--- config.mk ---
export PLATFORM = sky130hd
export DESIGN_NAME = synth_loop_core
export DESIGN_NICKNAME = d
export VERILOG_FILES = /design/src/rtl/synth_pkg.sv /design/src/rtl/synth_prescale.sv /design/src/rtl/synth_prog_div.sv /design/src/rtl/synth_pfd.sv /design/src/rtl/synth_loop_core.sv
export SDC_FILE = /design/constraint.sdc
export NUM_CORES = 1
export LEC_CHECK = 0
export BUFFER_PORTS_ARGS = -buffer_cell sky130_fd_sc_hd__buf_2
export CAP_MARGIN = 10
export CORE_MARGIN = 4
export CORE_UTILIZATION = 45
export DETAILED_ROUTE_END_ITERATION = 16
export PLACE_DENSITY_LB_ADDON = 0.05
export SLEW_MARGIN = 20
export SYNTH_ARGS = -nofsm -noshare
export SYNTH_HDL_FRONTEND = slang
export SYNTH_SLANG_ARGS = --single-unit
--- constraint.sdc ---
create_clock -name clk -period 1.8 [get_ports clk]
set_input_delay 0 -clock clk [delete_from_list [all_inputs] [get_ports clk]]
set_output_delay 0 -clock clk [all_outputs]
set_load 0.02 [all_outputs]
--- src/rtl/synth_pkg.sv ---
package synth_pkg;
   typedef enum logic {BAND_AM = 1'b0, BAND_FM = 1'b1} band_e;
   localparam int NUM_BANDS = 2;
endpackage

--- src/rtl/synth_prescale.sv ---
module synth_prescale #(
   parameter int RATIO = 8
) (
   input  logic clk,
   input  logic rst_n,
   input  logic tick_i,
   output logic pulse_o
);
   localparam int CW = (RATIO > 1) ? $clog2(RATIO) : 1;
   localparam logic [CW-1:0] LAST = CW'(RATIO - 1);

   logic [CW-1:0] cnt_q;
   logic          pulse_q;

   always_ff @(posedge clk) begin
      if (!rst_n) begin
         cnt_q   <= '0;
         pulse_q <= 1'b0;
      end else begin
         pulse_q <= tick_i && (cnt_q == LAST);
         if (tick_i) cnt_q <= (cnt_q == LAST) ? '0 : cnt_q + 1'b1;
      end
   end

   assign pulse_o = pulse_q;
endmodule

--- src/rtl/synth_prog_div.sv ---
module synth_prog_div #(
   parameter int CODE_W = 13
) (
   input  logic              clk,
   input  logic              rst_n,
   input  logic              step_i,
   input  logic [CODE_W-1:0] code_i,
   output logic              tc_o
);
   logic [CODE_W-1:0] cnt_q;
   logic              tc_q;
   logic              at_end;

   assign at_end = (cnt_q == '0);

   always_ff @(posedge clk) begin
      if (!rst_n) begin
         cnt_q <= '0;
         tc_q  <= 1'b0;
      end else begin
         tc_q <= step_i && at_end;
         if (step_i) cnt_q <= at_end ? code_i : cnt_q - 1'b1;
      end
   end

   assign tc_o = tc_q;
endmodule

--- src/rtl/synth_pfd.sv ---
module synth_pfd (
   input  logic clk,
   input  logic rst_n,
   input  logic ref_i,
   input  logic fb_i,
   output logic up_o,
   output logic dn_o
);
   logic up_q, dn_q;
   logic nxt_up, nxt_dn, clr;

   always_comb begin
      nxt_up = up_q | ref_i;
      nxt_dn = dn_q | fb_i;
      clr    = nxt_up & nxt_dn;
   end

   always_ff @(posedge clk) begin
      if (!rst_n) begin
         up_q <= 1'b0;
         dn_q <= 1'b0;
      end else begin
         up_q <= nxt_up & ~clr;
         dn_q <= nxt_dn & ~clr;
      end
   end

   assign up_o = up_q;
   assign dn_o = dn_q;
endmodule

--- src/rtl/synth_loop_core.sv ---
module synth_loop_core
   import synth_pkg::*;
#(
   parameter int CODE_W = 13,
   parameter int AM_PRE = 8,
   parameter int FM_PRE = 64
) (
   input  logic              clk,
   input  logic              rst_n,
   input  logic              am_tick,
   input  logic              fm_tick,
   input  logic              band_fm,
   input  logic [CODE_W-1:0] div_code,
   input  logic              ref_pulse,
   input  logic              pump_en,
   output logic              div_out,
   output logic              pump_up,
   output logic              pump_dn,
   output logic              pump_oe
);
   if (CODE_W < 1) begin : g_bad_code_w
      $error("CODE_W must be at least 1");
   end
   if (AM_PRE < 2 || FM_PRE < 2) begin : g_bad_pre
      $error("prescale ratios must be at least 2");
   end

   logic [NUM_BANDS-1:0] raw_tick;
   logic [NUM_BANDS-1:0] pre;
   logic                 step;
   logic                 up_s, dn_s;
   band_e                band_sel;

   assign raw_tick = {fm_tick, am_tick};

   for (genvar b = 0; b < NUM_BANDS; b++) begin : g_pre
      localparam int RATIO = (b == int'(BAND_AM)) ? AM_PRE : FM_PRE;
      synth_prescale #(.RATIO(RATIO)) u_pre (
         .clk     (clk),
         .rst_n   (rst_n),
         .tick_i  (raw_tick[b]),
         .pulse_o (pre[b])
      );
   end

   assign band_sel = band_e'(band_fm);
   assign step     = pre[band_sel];

   synth_prog_div #(.CODE_W(CODE_W)) u_div (
      .clk    (clk),
      .rst_n  (rst_n),
      .step_i (step),
      .code_i (div_code),
      .tc_o   (div_out)
   );

   synth_pfd u_pfd (
      .clk   (clk),
      .rst_n (rst_n),
      .ref_i (ref_pulse),
      .fb_i  (div_out),
      .up_o  (up_s),
      .dn_o  (dn_s)
   );

   assign pump_up = up_s & pump_en;
   assign pump_dn = dn_s & pump_en;
   assign pump_oe = pump_en & (up_s | dn_s);
endmodule

==> summary.txt, run 1 <==
WHS Endpoint -> u_div.cnt_q[11]
R2R Path Start -> u_div.cnt_q[4]
layout cell share with drive strength beyond 1 -> 30.4%
max incr delay on CP -> 610 ps
pin count of the biggest net entering global routing -> 17
Chip Width -> 63.8 um
Detailed Route WL -> 3500 um
root buf cell -> clkbuf_4
CP max-delay cell -> or4_4
cell-internal power -> 0.749 mW
combinational power share -> 10.0%
Setup crit start kind -> flip-flop
number of global-route vias before repair -> 1,302
FF-to-FF setup slack -> 50 ps
port buffer count -> 23
die area -> 0.00407 sq mm
CP arrival -> 2010 ps
Core ar. -> 0.00285 sq mm
Worst Max-Slew Pin Slew -> 648 ps
run status -> complete, no violations
critical path class -> flip-flop to flip-flop
max cap viols -> 0
area grow syn2layout -> 32.1%
TritonCTS Sinks -> 27
slew margin rel. -> 55.9%
CP Max Fanout -> 7
Post-Syn Area -> 0.00140 sq mm
worst-case clock buffer depth -> 2
H-tree level count -> 1
switching pwr -> 0.239 mW
worst-path cell chain -> or4_4 > nor4_4 > buf_4 > nand3_1 > a31oi_1
Worst Skew -> 8.05 ps
syn nets -> 181
WP data required -> 2060 ps
fraction of registers with async set/reset -> 0%
Yosys reg bits -> 27
wire per inst -> 14.9 um
first-pass iteration count of the detailed router -> 4
gpl congestion -> 0.846
fmax -> 572 MHz
Seq/Total Area, Yosys -> 38.6%
RR Endpoint -> u_div.cnt_q[0]
Total Routing Usage GR -> 17.6%
RSZ-0062 raised after global routing -> true
critical path endpoint category -> flip-flop
Skew-Pair Late Insertion Delay -> 330 ps
Setup Fix Bufs, Post-CTS -> 0
EDFF count, synth -> 0
first-pass GRT wire length -> 5890 um
Sum Neg Setup Slack -> 0 ps
ys flop type -> dfxtp_1
DR iter-0 viols -> 111
Hold Path Cell Cnt -> 2
HP Start -> rst_n
number of remaining DRC errors -> 0
Hold Crit Class -> input pin to flip-flop
Util after Layout -> 64.8%
Setup-failing EPs final -> 0
fin crit share -> 97.1%
Ant. Diodes -> 0
via count -> 1,359
post-DP HPWL -> 2490 um
Period minus WS final -> 1750 ps
synthesized instance count -> 156
clock share of power -> 27.8%
power share of the sequential group -> 62.3%
Yosys Warn Count -> 0
CTS tree -> built
R2R depth -> 5
Power Density -> 534 mW/mm^2
row cnt -> 19
Post-Place Cell Area -> 0.00162 sq mm
Netlist cell types -> 45
register clock-pin slew on the reported worst setup and hold paths -> 160 ps
syn avg cell area -> 8.97 sq um
initial antenna violation count -> 0
Final Hold Fails -> 0
Die H -> 63.8 um
pins over their slew limit -> 0
Initial Util -> 49.1%
Sw Share -> 24.2%
vias per std cell -> 5.78
CTS Buf Count -> 3
Ports -> 24
Worst VDD drop -> 0.000333 V
Final #Nets -> 230
final instance area -> 0.00185 sq mm
total congestion overflow -> 0
Final ANT Viol Nets -> 0
Leak Pwr -> 0.764 nW
-- power groups by stage --
stage / registers, mW / logic (mW) / clock network [mW]
after floorplan: 0.627 / 0.0407 / 0
after global placement: 0.628 / 0.0715 / 0
after detailed placement: 0.629 / 0.0754 / 0
after CTS: 0.616 / 0.0984 / 0.285
after global routing: 0.618 / 0.111 / 0.317
final: 0.615 / 0.0985 / 0.274
-- final cells by class --
class,instances,area [sq um]
Sequential cell,27,544
Fill cell,265,1000
Clock inverter,1,7.51
Tap cell,31,38.8
Clock buffer,3,22.5
Inverter,4,15.0
Timing Repair Buffer,49,345
Multi-Input combinational cell,120,876
-- per-stage QoR --
step	setup slack (ps)	hold WS [ps]	cells	power [mW]
2_1_floorplan	80.6	78.7	156	0.668
3_3_place_gp	91.6	178	217	0.699
3_5_place_dp	38.1	188	217	0.704
4_1_cts	16.1	28.6	235	0.999
5_1_grt	-32.2	28.0	235	1.05
6_report	51.7	41.9	235	0.988
-- synthesized netlist by cell type, drive strengths merged (3+ instances only) --
cell | count | share of area (%)
nor3 | 6 | 2.5
o21ai | 3 | 1.1
o31ai | 3 | 1.6
a31oi | 3 | 1.3
nor2 | 14 | 3.8
clkbuf | 4 | 1.1
dfxtp | 27 | 39
nand4 | 4 | 1.8
a21oi | 5 | 1.8
ha | 5 | 4.5
nand2 | 13 | 3.5
nor4 | 6 | 4.2
o211ai | 3 | 1.6
o311ai | 3 | 1.9
or3 | 7 | 3.3
nand3 | 9 | 3.2
xor2 | 3 | 1.9
mux2i | 8 | 5.7
inv | 3 | 0.80
or4 | 3 | 1.9
-- sequential cells by signal (all words and copies together), names as in the netlist --
register             cells
u_pfd.dn_o               1
u_div.cnt_q             13
g_pre.u_pre.cnt_q        9
g_pre.u_pre.pulse_o      2
u_pfd.up_o               1
u_div.tc_o               1
-- placed cells by master (no fill, tap or decap), types with 4 or more instances in the layout --
cell           netlist  final
a21oi_1              5      5
ha_1                 5      4
dlygate4sd3_1        0     14
nor3_1               5      5
nand3_1              9      9
nand4_1              4      4
buf_4                0     12
mux2i_1              8      7
dfxtp_1             27     24
nand2_1             13     13
buf_2                0     23
nor2_1              14     14
-- critical path: cells and delay by family, from the launching register on --
family                 cells  cell delay, ps
and+or+nand+nor            3             980
buffers and inverters      1             190
AOI/OAI and AO/OA          1             160
DFF                        1             350
-- worst max-delay path by stage --
| stage | cells after the start | startpoint | to |
|---|---|---|---|
| after floorplan | 6 | u_div.cnt_q[0] | u_div.cnt_q[4] |
| after global placement | 4 | u_div.cnt_q[4] | u_div.cnt_q[12] |
| after detailed placement | 6 | u_div.cnt_q[0] | u_div.cnt_q[6] |
| after CTS | 4 | u_div.cnt_q[2] | u_div.cnt_q[6] |
| after global routing | 6 | u_div.cnt_q[1] | u_div.cnt_q[4] |
| final | 5 | u_div.cnt_q[4] | u_div.cnt_q[0] |
-- logic make-up after synthesis --
group,count (synthesis),synth area share (%)
AO/OA/AOI/OAI,30,15.7
XOR/XNOR,4,2.50
adder cells (fa/ha/maj),5,4.47
buffers and inverters,9,2.95
flip-flops,27,38.6
multiplexers,10,7.33
AND/OR/NAND/NOR,71,28.4
-- metal layers --
layer,share of wire [%],vias to the layer above,global-route usage (%)
met5,0,-,0
met1,49,626,25.2
met2,45,43,27.4
li1,-,686,-
met3,5.1,4,2.45
met4,0.83,0,5.39
-- timing repair --
action / 4_1_cts / 5_1_grt
hold endpoints to repair: 19 / 0
resized for setup: 0 / 15
endpoints found under the setup margin: 0 / 9
hold buffers: 14 / 0
(Power assumes the default switching activity.)
==> run 2, diff against run 1 <==
CORE_UTILIZATION = 49   (was 45)
==> summary.txt, run 2 (synthesis gave the netlist of run 1 again) <==
critical path class -> flip-flop to flip-flop
most frequent cells in the layout -> dfxtp_1 (23), buf_2 (23), nor2_1 (14)
Chip Width -> 61.5 um
CTS Buf Count -> 3
Power Density -> 532 mW/mm^2
total congestion overflow -> 0
Final ANT Viol Nets -> 0
Skew-Pair Late Insertion Delay -> 320 ps
worst setup margin -> -15.0 ps
Setup crit start kind -> flip-flop
CTS tree -> built
failing checks -> setup timing
root buf cell -> clkbuf_4
vias per std cell -> 5.85
Period minus WS final -> 1820 ps
DR iter-0 viols -> 94
FF-to-FF setup slack -> -20 ps
Leak Pwr -> 0.760 nW
pin count of the biggest net entering global routing -> 17
number of global-route vias before repair -> 1,238
register clock-pin slew on the reported worst setup and hold paths -> 130 ps
Worst Max-Slew Pin Slew -> 951 ps
Ant. Diodes -> 0
Worst VDD drop -> 0.000485 V
max cap viols -> 0
area grow syn2layout -> 29.8%
first-pass iteration count of the detailed router -> 4
first-pass GRT wire length -> 5450 um
WP data required -> 2020 ps
gpl congestion -> 0.882
Initial Util -> 51.2%
TritonCTS Sinks -> 27
wire per inst -> 15.1 um
Min Hold Slack -> 16.4 ps
fmax -> 551 MHz
Top reg by flops -> u_div.cnt_q
layout cell share with drive strength beyond 1 -> 30.2%
port buffer count -> 23
max reg flops -> 13
Util after Layout -> 66.5%
Final Hold Fails -> 0
H-tree level count -> 1
number of remaining DRC errors -> 0
Core ar. -> 0.00273 sq mm
CP Max Fanout -> 7
R2R depth -> 5
crit path from -> u_div.cnt_q[5]
Ports -> 24
Die H -> 61.5 um
post-DP HPWL -> 2520 um
via count -> 1,363
slew margin rel. -> 34.8%
pins over their slew limit -> 0
Worst Skew -> 6.67 ps
RSZ-0062 raised after global routing -> true
capture point of the worst path -> u_div.cnt_q[5]
worst-case clock buffer depth -> 2
initial antenna violation count -> 0
Hold Crit Class -> input pin to flip-flop
Total Routing Usage GR -> 19.3%
fin crit share -> 101%
CP arrival -> 2040 ps
row cnt -> 19
die area -> 0.00378 sq mm
RR Endpoint -> u_div.cnt_q[5]
Final #Nets -> 228
critical path endpoint category -> flip-flop
Setup-failing EPs final -> 1
R2R Path Start -> u_div.cnt_q[5]
Detailed Route WL -> 3510 um
run status -> finished with violations
==> run 2: changes by cell type in the layout (fill, tap and decap cells not counted), sizes merged <==
cell	change
clkbuf	+1
buf	+1
clkinvlp	-1
dlygate4sd3	-3
==> run 2: per-layer routing <==
| layer | global-route usage, % | share of wire, % |
|---|---|---|
| met5 | 0 | 0 |
| met4 | 6.06 | 1.4 |
| met3 | 2.73 | 4.8 |
| met2 | 32.6 | 50 |
| met1 | 25.3 | 44 |
==> run 2: report_power, final <==
part           switching (mW)  internal [mW]
registers             0.00794          0.606
clock network           0.173         0.0868
logic                  0.0406         0.0521
total                   0.222          0.745
==> run 2: how the worst min path moves through the flow <==
stage	start	to	slack [ps]	cells past startpoint
floorplan	ref_pulse	u_pfd.dn_o	80	1
global placement	ref_pulse	u_pfd.dn_o	180	2
detailed placement	ref_pulse	u_pfd.dn_o	190	2
CTS	div_code[6]	u_div.cnt_q[6]	0.8	3
global route	div_code[7]	u_div.cnt_q[7]	20	3
finish	div_code[7]	u_div.cnt_q[7]	20	3
==> run 2: area by class of cell <==
cell class | instances | area, sq um
Clock buffer | 4 | 26.3
Fill cell | 233 | 917
Inverter | 4 | 15.0
Multi-Input combinational cell | 120 | 866
Sequential cell | 27 | 548
Tap cell | 31 | 38.8
Timing Repair Buffer | 47 | 323
==> run 2: timing repair <==
item / CTS / global route
buffers inserted: 0 / 1
hold buffers: 11 / 0
resized for setup: 0 / 14
hold endpoints to repair: 15 / 0
pin swaps: 0 / 5
endpoints found under the setup margin: 1 / 7
==> run 2: per-stage QoR <==
| step | total power, mW | area [sq um] | TNS (ps) | std cells | setup WS [ps] |
|---|---|---|---|---|---|
| after detailed placement | 0.704 | 1620 | 0 | 217 | 44.1 |
| after floorplan | 0.668 | 1400 | 0 | 156 | 80.6 |
| after global routing | 1.01 | 1820 | -176 | 233 | -56.6 |
| after CTS | 0.976 | 1750 | -1.41 | 232 | -1.41 |
| final | 0.967 | 1820 | -15.0 | 233 | -15.0 |
| after global placement | 0.700 | 1620 | 0 | 217 | 89.1 |
==> run 2: critical path, cell delays in order, from the launching register on <==
cell	delay [ps]
dfxtp_2	370
or4_4	610
nor4_4	220
buf_4	180
nor3_2	50
a221o_1	290
==> run 3, diff against run 2 <==
CORE_UTILIZATION = 54   (was 49)
SKIP_LAST_GASP = 1   (was unset)
clock period = 2 ns   (was 1.8 ns; I/O delays follow)
==> summary.txt, run 3 (synthesis gave the netlist of run 1 again) <==
Period minus WS final -> 1890 ps
Layout fillers -> 223
Ant. Diodes -> 0
slew margin rel. -> 41.9%
Post-Place Setup Slack -> 145 ps
Power Density -> 512 mW/mm^2
worst setup margin -> 114 ps
area grow syn2layout -> 21.4%
Initial Util -> 56.5%
CP max-delay cell -> or4_4
worst-path cell chain -> or4_4 > nor4_4 > nor3_2 > a221o_1
critical path class -> flip-flop to flip-flop
port buffer count -> 23
Chip Width -> 58.9 um
critical path endpoint category -> flip-flop
CTS Buf Count -> 3
number of remaining DRC errors -> 0
max cap viols -> 0
Leak Pwr -> 0.716 nW
R2R depth -> 4
root buf cell -> clkbuf_4
Hold Path Cell Cnt -> 3
R2R Path Start -> u_div.cnt_q[5]
pins over their slew limit -> 0
Setup crit start kind -> flip-flop
Total Routing Usage GR -> 21.0%
Min Hold Slack -> 4.84 ps
FF-to-FF setup slack -> 110 ps
H-tree level count -> 1
Worst VDD drop -> 0.000518 V
first-pass GRT wire length -> 5630 um
gpl congestion -> 0.906
CP Max Fanout -> 7
capture point of the worst path -> u_div.cnt_q[5]
Ports -> 24
post-DP HPWL -> 2490 um
max incr delay on CP -> 600 ps
Post-Place Cell Area -> 0.00156 sq mm
wire per inst -> 15.2 um
Final ANT Viol Nets -> 0
pin count of the biggest net entering global routing -> 17
fin crit share -> 94.3%
Setup Fix Bufs, Post-CTS -> 0
most frequent cells in the layout -> dfxtp_1 (27), buf_2 (23), nor2_1 (14)
DR iter-0 viols -> 65
die area -> 0.00347 sq mm
first-pass iteration count of the detailed router -> 4
Hold Crit Class -> input pin to flip-flop
max reg flops -> 13
Final #Nets -> 220
layout cell share with drive strength beyond 1 -> 21.6%
number of global-route vias before repair -> 1,283
fmax -> 530 MHz
RSZ-0062 raised after global routing -> false
total congestion overflow -> 0
register clock-pin slew on the reported worst setup and hold paths -> 130 ps
vias per std cell -> 6.06
CTS tree -> built
most common cell after layout, fill and taps aside -> dfxtp_1
Worst Max-Slew Pin Slew -> 848 ps
WP data required -> 2220 ps
via count -> 1,357
Core ar. -> 0.00248 sq mm
initial antenna violation count -> 0
Detailed Route WL -> 3420 um
Skew-Pair Late Insertion Delay -> 320 ps
Top reg by flops -> u_div.cnt_q
TritonCTS Sinks -> 27
row cnt -> 18
Final Hold Fails -> 0
Die H -> 58.9 um
crit path from -> u_div.cnt_q[5]
CP arrival -> 2110 ps
final instance area -> 0.00170 sq mm
Worst Skew -> 2.94 ps
Sum Neg Setup Slack -> 0 ps
worst-case clock buffer depth -> 2
Setup-failing EPs final -> 0
run status -> complete, no violations
RR Endpoint -> u_div.cnt_q[5]
run 3: cell types whose count changed in the layout (fill, tap and decap cells not counted), sizes merged:
cell  previous run  this run
buf             36        28
run 3: worst min path at each step:
| stage | start | to |
|---|---|---|
| after floorplan | ref_pulse | u_pfd.dn_o |
| after global placement | ref_pulse | u_pfd.dn_o |
| after detailed placement | ref_pulse | u_pfd.dn_o |
| after CTS | div_code[7] | u_div.cnt_q[7] |
| after global routing | div_code[7] | u_div.cnt_q[7] |
| final | div_code[6] | u_div.cnt_q[6] |
run 3: report_power, final:
part / switching, mW / leakage (nW) / internal (mW) / total [mW]
clock network: 0.152 / 0.0150 / 0.0781 / 0.230
registers: 0.00693 / 0.219 / 0.547 / 0.554
logic: 0.0384 / 0.482 / 0.0470 / 0.0854
total: 0.198 / 0.716 / 0.672 / 0.870
run 3: per-layer routing:
metal / GRT usage, % / routed length (um) / vias to the layer above
li1: - / - / 668
met1: 25.2 / 1410 / 650
met2: 37.7 / 1820 / 31
met3: 2.41 / 121 / 8
met4: 8.74 / 57 / 0
met5: 0 / 0 / -
run 3: worst max-delay path, delay by kind of cell (launching register included):
kind,cells,cell delay (ps)
flops,1,390
compound gates,1,290
simple gates,3,1120
run 3: through the flow:
step / total power, mW / util (%) / instances
floorplan: 0.601 / - / 156
global placement: 0.630 / 63.1 / 209
detailed placement: 0.634 / 63.1 / 209
CTS: 0.880 / 68.6 / 224
global route: 0.913 / 68.6 / 224
finish: 0.870 / 68.6 / 224
run 3: final cells by class:
cell class                 count  area, sq um  area share (%)
inverter                       4         15.0           0.883
tap                           30         37.5            2.21
sequential                    27          541            31.8
timing repair buffer          39          263            15.5
multi-input combinational    120          818            48.1
clock buffer                   4         26.3            1.55
run 3: what timing repair did:
item,4_1_cts,5_1_grt
gates resized for setup,0,0
hold buffers,11,0
endpoints found under the hold margin,13,0
